### config.mk
export PLATFORM = sky130hd
export DESIGN_NAME = pulse_seq
export DESIGN_NICKNAME = d
export VERILOG_FILES = /design/src/rtl/mseq_pkg.sv /design/src/rtl/mseq_decode.sv /design/src/rtl/mseq_chan.sv /design/src/rtl/pulse_seq.sv
export SDC_FILE = /design/constraint.sdc
export NUM_CORES = 1
export LEC_CHECK = 0
export ABC_AREA = 0
export BUFFER_PORTS_ARGS = -buffer_cell sky130_fd_sc_hd__buf_2
export CELL_PAD_IN_SITES_DETAIL_PLACEMENT = 0
export CELL_PAD_IN_SITES_GLOBAL_PLACEMENT = 1
export CORE_AREA = 2 2 355 357
export CTS_CLUSTER_DIAMETER = 30
export DETAILED_ROUTE_END_ITERATION = 16
export DIE_AREA = 0 0 357 359
export PLACE_DENSITY = 0.64
export REMOVE_ABC_BUFFERS = 1
export SLEW_MARGIN = 20
export SYNTH_ARGS = -nofsm -noshare
export SYNTH_HDL_FRONTEND = slang
export SYNTH_SLANG_ARGS = --single-unit
### constraint.sdc
create_clock -name clk_i -period 8.4 [get_ports clk_i]
set_input_delay 0.84 -clock clk_i [delete_from_list [all_inputs] [get_ports clk_i]]
set_output_delay 0.84 -clock clk_i [all_outputs]
set_load 0.02 [all_outputs]
### src/rtl/mseq_pkg.sv
package mseq_pkg;
  localparam int WORD_W = 64;
  localparam int PARAM_W = 16;

  typedef struct packed {
    logic [5:0]  opc;
    logic [15:0] mask;
    logic [1:0]  pred;
    logic [7:0]  env;
    logic [15:0] dur;
    logic [15:0] imm;
  } uword_t;

  localparam logic [5:0] OP_AMP   = 6'h01;
  localparam logic [5:0] OP_FREQ  = 6'h02;
  localparam logic [5:0] OP_PHASE = 6'h03;
  localparam logic [5:0] OP_AMPPH = 6'h04;
  localparam logic [5:0] OP_DELAY = 6'h08;
  localparam logic [5:0] OP_SYNC  = 6'h09;
  localparam logic [5:0] OP_ACQ   = 6'h0C;

  typedef enum logic [2:0] {S_RUN, S_WAIT, S_SYNC, S_CAPT, S_HALT} seq_state_e;
endpackage

### src/rtl/mseq_decode.sv
module mseq_decode
  import mseq_pkg::*;
(
  input  uword_t w_i,
  input  logic   flag_i,
  output logic   legal_o,
  output logic   pred_ok_o,
  output logic   is_amp_o,
  output logic   is_freq_o,
  output logic   is_phase_o,
  output logic   is_ampph_o,
  output logic   is_delay_o,
  output logic   is_sync_o,
  output logic   is_acq_o
);
  always_comb begin
    is_amp_o   = w_i.opc == OP_AMP;
    is_freq_o  = w_i.opc == OP_FREQ;
    is_phase_o = w_i.opc == OP_PHASE;
    is_ampph_o = w_i.opc == OP_AMPPH;
    is_delay_o = w_i.opc == OP_DELAY;
    is_sync_o  = w_i.opc == OP_SYNC;
    is_acq_o   = w_i.opc == OP_ACQ;
    legal_o    = is_amp_o | is_freq_o | is_phase_o | is_ampph_o |
                 is_delay_o | is_sync_o | is_acq_o;
  end

  // predicate selector
  always_comb begin
    unique case (w_i.pred)
      2'b00:   pred_ok_o = 1'b1;
      2'b01:   pred_ok_o = flag_i;
      2'b10:   pred_ok_o = !flag_i;
      default: pred_ok_o = 1'b0;
    endcase
  end
endmodule

### src/rtl/mseq_chan.sv
module mseq_chan #(
  parameter int PW = 16
) (
  input  logic          clk_i,
  input  logic          rst_ni,
  input  logic          we_amp_i,
  input  logic          we_freq_i,
  input  logic          we_phase_i,
  input  logic [PW-1:0] amp_d_i,
  input  logic [PW-1:0] freq_d_i,
  input  logic [PW-1:0] phase_d_i,
  output logic [PW-1:0] amp_q_o,
  output logic [PW-1:0] freq_q_o,
  output logic [PW-1:0] phase_q_o
);
  always_ff @(posedge clk_i or negedge rst_ni) begin
    if (!rst_ni) begin
      amp_q_o   <= '0;
      freq_q_o  <= '0;
      phase_q_o <= '0;
    end else begin
      if (we_amp_i)   amp_q_o   <= amp_d_i;
      if (we_freq_i)  freq_q_o  <= freq_d_i;
      if (we_phase_i) phase_q_o <= phase_d_i;
    end
  end
endmodule

### src/rtl/pulse_seq.sv
module pulse_seq
  import mseq_pkg::*;
#(
  parameter int NCH  = 16,
  parameter int PC_W = 6
) (
  input  logic               clk_i,
  input  logic               rst_ni,
  output logic [PC_W-1:0]    pc_o,
  input  logic [WORD_W-1:0]  instr_i,
  input  logic               sync_ack_i,
  input  logic               acq_bit_i,
  output logic [NCH*16-1:0]  amp_o,
  output logic [NCH*16-1:0]  freq_o,
  output logic [NCH*16-1:0]  phase_o,
  output logic [NCH-1:0]     start_o,
  output logic [7:0]         env_o,
  output logic [15:0]        dur_o,
  output logic [NCH-1:0]     trig_o,
  output logic               sync_req_o,
  output logic               pred_flag_o,
  output logic               err_o
);
  localparam int HALF_W = PARAM_W / 2;

  uword_t w;
  assign w = uword_t'(instr_i);

  seq_state_e         st_q;
  logic [PC_W-1:0]    pc_q;
  logic [15:0]        cnt_q;
  logic               flag_q, err_q;
  logic [NCH-1:0]     start_q, trig_q;
  logic [7:0]         env_q;
  logic [15:0]        dur_q;

  logic legal, pred_ok, is_amp, is_freq, is_phase, is_ampph, is_delay, is_sync, is_acq;

  mseq_decode u_dec (
    .w_i(w), .flag_i(flag_q), .legal_o(legal), .pred_ok_o(pred_ok),
    .is_amp_o(is_amp), .is_freq_o(is_freq), .is_phase_o(is_phase),
    .is_ampph_o(is_ampph), .is_delay_o(is_delay), .is_sync_o(is_sync),
    .is_acq_o(is_acq)
  );

  logic           fire;
  logic [NCH-1:0] sel;
  logic [15:0]    amp_d, phase_d;
  assign fire    = (st_q == S_RUN) && legal && pred_ok;
  assign sel     = w.mask[NCH-1:0];
  assign amp_d   = is_ampph ? {{HALF_W{1'b0}}, w.imm[15:8]} : w.imm;
  assign phase_d = is_ampph ? {{HALF_W{1'b0}}, w.imm[7:0]}  : w.imm;

  for (genvar c = 0; c < NCH; c++) begin : g_ch
    mseq_chan #(.PW(PARAM_W)) u_ch (
      .clk_i(clk_i), .rst_ni(rst_ni),
      .we_amp_i(fire && sel[c] && (is_amp || is_ampph)),
      .we_freq_i(fire && sel[c] && is_freq),
      .we_phase_i(fire && sel[c] && (is_phase || is_ampph)),
      .amp_d_i(amp_d), .freq_d_i(w.imm), .phase_d_i(phase_d),
      .amp_q_o(amp_o[c*PARAM_W +: PARAM_W]),
      .freq_q_o(freq_o[c*PARAM_W +: PARAM_W]),
      .phase_q_o(phase_o[c*PARAM_W +: PARAM_W])
    );
  end

  always_ff @(posedge clk_i or negedge rst_ni) begin
    if (!rst_ni) begin
      st_q    <= S_RUN;
      pc_q    <= '0;
      cnt_q   <= '0;
      flag_q  <= 1'b0;
      err_q   <= 1'b0;
      start_q <= '0;
      trig_q  <= '0;
      env_q   <= '0;
      dur_q   <= '0;
    end else begin
      start_q <= '0;
      trig_q  <= '0;
      unique case (st_q)
        S_RUN: begin
          if (!legal) begin
            err_q <= 1'b1;  // checked before the predicate
            st_q  <= S_HALT;
          end else begin
            pc_q <= pc_q + PC_W'(1);
            if (pred_ok) begin
              if (is_ampph) begin
                start_q <= sel;
                env_q   <= w.env;
                dur_q   <= w.dur;
              end
              if (is_delay && w.dur != '0) begin
                cnt_q <= w.dur - 16'd1;
                st_q  <= S_WAIT;
              end
              if (is_sync) st_q <= S_SYNC;
              if (is_acq) begin
                trig_q <= sel;
                st_q   <= S_CAPT;
              end
            end
          end
        end
        S_WAIT: begin
          if (cnt_q == '0) st_q <= S_RUN;
          else             cnt_q <= cnt_q - 16'd1;
        end
        S_SYNC: if (sync_ack_i) st_q <= S_RUN;
        S_CAPT: begin
          flag_q <= acq_bit_i;
          st_q   <= S_RUN;
        end
        default: st_q <= S_HALT;
      endcase
    end
  end

  assign pc_o        = pc_q;
  assign start_o     = start_q;
  assign env_o       = env_q;
  assign dur_o       = dur_q;
  assign trig_o      = trig_q;
  assign sync_req_o  = st_q == S_SYNC;
  assign pred_flag_o = flag_q;
  assign err_o       = err_q;
endmodule

After elaboration in Yosys (flattened, before gate mapping)
Index checks and enable logic that the tools add are counted.
{"block": "word_totals", "ff_bits": 851, "in_bits": 68, "output_inout_bits": 833, "elab_cells": 191}
{"block": "op_classes", "addsub": 3, "eq_ne": 20, "mux": 24, "n_bitwise": 7, "reduce_logical": 80}
{"cell": "16-bit two-way mux", "n": 14}
{"cell": "1-bit logical AND", "n": 67}
{"cell": "16-bit one-hot mux with 2 select lines", "n": 1}
{"cell": "16-bit by 1-bit subtractor with 16-bit output (second input constant)", "n": 2}
{"cell": "3-bit two-way mux", "n": 7}
{"cell": "6-bit by 4-bit equality test with 1-bit output (second input constant)", "n": 3}
{"cell": "16-bit zero test", "n": 1}
{"cell": "16-bit nonzero test", "n": 1}
{"cell": "6-bit by 2-bit equality test with 1-bit output (second input constant)", "n": 2}
{"cell": "3-bit one-hot mux with 4 select lines", "n": 1}
{"cell": "2-bit != test (second input constant)", "n": 5}
{"cell": "4-bit AND reduction", "n": 2}
{"cell": "6-bit by 1-bit adder with 6-bit output (second input constant)", "n": 1}
{"cell": "3-bit by 2-bit equality test with 1-bit output (second input constant)", "n": 2}
{"cell": "6-bit by 1-bit equality test with 1-bit output (second input constant)", "n": 1}
{"cell": "6-bit by 3-bit equality test with 1-bit output (second input constant)", "n": 1}
{"cell": "1-bit bitwise OR", "n": 6}
{"cell": "5-bit by 4-bit != test with 1-bit output (second input constant)", "n": 1}
{"cell": "5-bit AND reduction", "n": 1}
{"cell": "2-bit AND reduction", "n": 2}
{"cell": "3-bit by 1-bit equality test with 1-bit output (second input constant)", "n": 1}
{"cell": "3-bit zero test", "n": 1}
{"cell": "3-bit != test (second input constant)", "n": 1}
{"cell": "1-bit one-hot mux with 3 select lines", "n": 1}
{"cell": "8 further kinds", "n": 9}

Longest topological paths before layout
{"block": "depth", "depth_word": 11, "ltp_mapped": 10, "depth_no_buf": 8}

Modules after synthesis
Synthesis repeated with hierarchy kept, for this count alone.
{"block": "hier_totals", "hier_cells": 2109, "hier_area_um2": 35551.6}
{"module": "mseq_chan", "instances": 16, "cells_each": 102, "area_per_inst_um2": 1948.1, "seq_area_each_um2": 1201.2}
{"module": "pulse_seq", "instances": 1, "cells_each": 458, "area_per_inst_um2": 4260.3, "seq_area_each_um2": 2077.0}
{"module": "mseq_decode", "instances": 1, "cells_each": 19, "area_per_inst_um2": 121.4, "seq_area_each_um2": 0.0}

Worst setup path before layout
No wires, ideal clock.
{"block": "synth_path", "path_type": "flip-flop to flip-flop", "startpoint": "register st_q[1]", "endpoint": "register cnt_q[12]", "arrival_ns": 2.978, "required_ns": 8.306, "path_slack_ns": 5.329, "path_stages_with_launch": 11, "synth_period_minus_slack_ns": 3.071, "cell_sequence": "dfrtp_1 nor3b_1 clkbuf_1 clkbuf_1 mux2i_1 ha_1 nor3b_1 nand4_1 a21boi_0 o32ai_1 a211oi_1"}
{"block": "synth_via", "elab_chain_cells": 3}
{"element": "start: declaration", "line": "pulse_seq.sv:29", "source": "seq_state_e st_q;"}
{"element": "start signal: assignment", "line": "pulse_seq.sv:69", "source": "st_q <= S_RUN;"}
{"element": "start signal: assignment", "line": "pulse_seq.sv:85", "source": "st_q <= S_HALT;"}
{"element": "start signal: assignment", "line": "pulse_seq.sv:96", "source": "st_q <= S_WAIT;"}
{"element": "3-bit by 1-bit equality test with 1-bit output / 3-bit zero test (equally long branches)", "line": "pulse_seq.sv:81", "source": "unique case (st_q)"}
{"element": "2-bit != test (no line) (tied with other cells)"}
{"element": "5-bit AND reduction (no line)"}
{"element": "end signal: assignment", "line": "pulse_seq.sv:95", "source": "cnt_q <= w.dur - 16'd1;"}
{"element": "end signal: assignment", "line": "pulse_seq.sv:108", "source": "else cnt_q <= cnt_q - 16'd1;"}
{"element": "end: declaration", "line": "pulse_seq.sv:31", "source": "logic [15:0] cnt_q;"}
Several ways; a longest one is shown, not always the timed one.
A chain may end at the register's enable or synchronous reset.

Final worst setup path
{"block": "layout_path", "startpoint": "register st_q[0]", "endpoint": "register g_ch[3].u_ch.amp_q_o[9]"}
{"block": "layout_via", "elab_chain_cells": 5}
{"element": "3-bit zero test", "line": "pulse_seq.sv:49", "source": "assign fire = (st_q == S_RUN) && legal && pred_ok;"}
{"element": "1-bit logical AND (2 in a row)", "line": "pulse_seq.sv:49"}
{"element": "1-bit logical AND (2 in a row)", "line": "pulse_seq.sv:57", "source": ".we_amp_i(fire && sel[c] && (is_amp || is_ampph)),"}
{"element": "end signal: assignment", "line": "mseq_chan.sv:22", "source": "if (we_amp_i) amp_q_o <= amp_d_i;"}
{"element": "end: declaration", "line": "mseq_chan.sv:12", "source": "output logic [PW-1:0] amp_q_o,"}
No other way between the ends.

==> impl_metrics.env <==
export IMPL_final_setup_tns_ns=0
export IMPL_cts_hold_buffers=0
export IMPL_power_density_nw_per_um2=270
export IMPL_root_buffer="clkbuf_16"
export IMPL_track_usage=0.202
export IMPL_finalCriticalPeriod_ns=3.58
export IMPL_internal_power_mw=9.62
export IMPL_drcViolationCount=0
export IMPL_ys_warn_count=0
export IMPL_ys_ff_latch=851
export IMPL_clockBufferDepth=3
export IMPL_crit_type="reg -> reg"
export IMPL_ir_drop_uv=191
export IMPL_rsz0062_at_grt="false"
export IMPL_whs_ns=0.112
export IMPL_use_met3=0.0619
export IMPL_synth_area_um2=33400
export IMPL_dieArea_um2=128000
export IMPL_end_kind="flip-flop"
export IMPL_clock_latency_ns=0.79
export IMPL_gr_max_usage_layer="met2"
export IMPL_place_hpwl_um=88800
export IMPL_grt_max_degree=164
export IMPL_seq_area_frac_synth=0.639
export IMPL_syn2layout_area_growth_pct=39.9
export IMPL_hold_path_class="in -> async"
export IMPL_synth_top_area_cell="dfrtp_1"
export IMPL_maxSlewHeadroom=0.252
export IMPL_sw_frac_of_total=0.236
export IMPL_drive_gt1_frac=0.558
export IMPL_arrival_ns=4.24
export IMPL_grt_use_met2=0.326
export IMPL_tightest_slew_ns=1.10
export IMPL_rows=130
export IMPL_p_clk_frac=0.621
export IMPL_fin_nets=3298
export IMPL_final_max_slew_violation_count=0
export IMPL_via_per_inst=4.66
export IMPL_max_cap_viol_count=0
export IMPL_tritoncts_num_buffers=197
export IMPL_finalCritPeriodShare=0.426
export IMPL_yosys_top_cells_area="dfrtp_1, mux2_2, a21oi_1"
export IMPL_setup_viol=0
export IMPL_fp_dieW_um=357
export IMPL_avgSynthCellArea_um2=14.8
export IMPL_num_io_pins=901
export IMPL_routed_wl_um=131000
export IMPL_grt_ovfl_total=0
export IMPL_grt_pass1_vias=24526
export IMPL_htreeDepth=4
export IMPL_fmax_mhz=279
export IMPL_cts_resized=0
export IMPL_grtUsageMet1=0.252
export IMPL_cts_setup_buffers=0
export IMPL_layout_commonest_cell="buf_2"
export IMPL_critPathLaunchType="flip-flop"
export IMPL_port_buffers=900
export IMPL_avgRoutedWirePerCell_um=26.0
export IMPL_start_util=0.268
export IMPL_synth_edf_count=0
export IMPL_pwr_share_seq=0.337
export IMPL_grt_pass1_wl_um=186000
export IMPL_core_um2=125000
export IMPL_finalHoldViolCount=0
export IMPL_dr_pass1_iters=5
export IMPL_drt_iter0_drc=1629
export IMPL_mostFrequentLayoutCells="buf_2, dfrtp_1, mux2_2, a21oi_1, clkbuf_16"
export IMPL_antenna_found_initial=22
export IMPL_combPwrFrac=0.042
export IMPL_synth_top_area_share=0.639
export IMPL_synthFlopType="dfrtp_1"
export IMPL_path_clk_slew_ns=0.05
export IMPL_switchingPower_mw=2.97
export IMPL_outcome="finished, final reports clean"
export IMPL_cp_required_ns=9.06
export IMPL_final_antenna_net_count=0
export IMPL_post_synth_num_cell_types=62
export IMPL_synth_async_reset_ratio=1.00
export IMPL_timing_clock_skew_ns=0.0532
export IMPL_syn_inst=2258
export IMPL_die_h_um=359
export IMPL_clock_sinks=851
export IMPL_leakagePower_nw=25.9
export IMPL_cp_max_fo=144
export IMPL_gp_congestion=0.819
export IMPL_vias=23553
export IMPL_cts_tree="done"
==> through the flow <==
stage	utilization	cells	instance area [µm²]	power [mW]	setup slack, ns
after floorplan	-	2077	32500	4.47	0.293
after global placement	0.318	4676	39600	4.84	4.56
after detailed placement	0.319	4679	39700	4.85	4.50
after CTS	0.374	5041	46600	12.7	4.96
after global routing	0.374	5042	46600	13.0	4.68
final	0.374	5055	46600	12.6	4.82
==> final timing paths <==
| path | from | end | slack, ns | depth (start not counted) |
|---|---|---|---|---|
| min in group clk_i | instr_i[39] | env_o[7] | 0.28 | 2 |
| worst max register to register | st_q[0] | g_ch[3].u_ch.amp_q_o[9] | 4.82 | 6 |
| worst min register to register | err_o | err_o | 0.46 | 1 |
| worst max-delay path | st_q[0] | g_ch[3].u_ch.amp_q_o[9] | 4.82 | 6 |
| worst min-delay path | rst_ni | g_ch[8].u_ch.freq_q_o[12] | 0.11 | 1 |
| max in group asynchronous | rst_ni | g_ch[9].u_ch.amp_q_o[6] | 6.39 | 3 |
==> power by group through the flow <==
stage                     clock network, mW  registers, mW  logic (mW)
after floorplan                           0           4.34       0.133
after global placement                    0           4.31       0.536
after detailed placement                  0           4.31       0.545
after CTS                              7.94           4.25       0.545
after global routing                   8.17           4.26       0.574
final                                  7.82           4.25       0.529
==> worst max-delay path: stages, from the launching register on <==
cell       delay [ns]
dfrtp_1          0.43
nor3_2           0.39
o2111ai_4        0.30
nor4_4           0.34
buf_12           0.37
and2_1           0.84
mux2_2           0.41
==> registers in the layout, summed over array words and instances, names as in the netlist <==
name                 count
pred_flag_o              1
dur_o                   16
err_o                    1
g_ch.u_ch.amp_q_o      256
cnt_q                   16
pc_o                     6
start_o                 16
g_ch.u_ch.freq_q_o     256
trig_o                  16
g_ch.u_ch.phase_q_o    256
st_q                     3
env_o                    8
==> cells in the mapped netlist, drive strengths merged, types with 4 or more instances <==
master  count
nor4       12
nand4      11
a21oi     266
dfrtp     851
nor3       21
clkbuf     85
xnor2       6
nor3b       5
nand3       9
a211oi      4
mux2i      16
nor2       12
buf        96
inv         5
or2         4
nand2      48
o21ai      10
or3         8
and2       57
o211ai      5
nand2b      6
mux2      670
==> kinds of logic after synthesis <==
logic type,count (synthesis),synth area share
flip-flops,851,0.639
multiplexers,686,0.241
AO/OA/AOI/OAI,322,0.0540
AND/OR/NAND/NOR,203,0.0366
buffers and inverters,186,0.0274
XOR/XNOR,8,0.00210
adder cells (fa/ha/maj),2,0.000750
==> area by class of cell <==
| cell class | instances | area (µm²) |
|---|---|---|
| Antenna cell | 14 | 35.0 |
| Clock inverter | 106 | 1460 |
| Clock buffer | 256 | 5460 |
| Inverter | 5 | 18.8 |
| Multi-Input combinational cell | 1221 | 11300 |
| Tap cell | 1650 | 2060 |
| Timing Repair Buffer | 952 | 5030 |
| Sequential cell | 851 | 21300 |
| Fill cell | 12181 | 78000 |
==> per-layer routing <==
metal	wire length (µm)	part of all wire
met5	63	0.00048
met3	11000	0.083
met2	62300	0.47
met4	4350	0.033
met1	53700	0.41
Note: power is estimated with default switching activity, not from simulation.
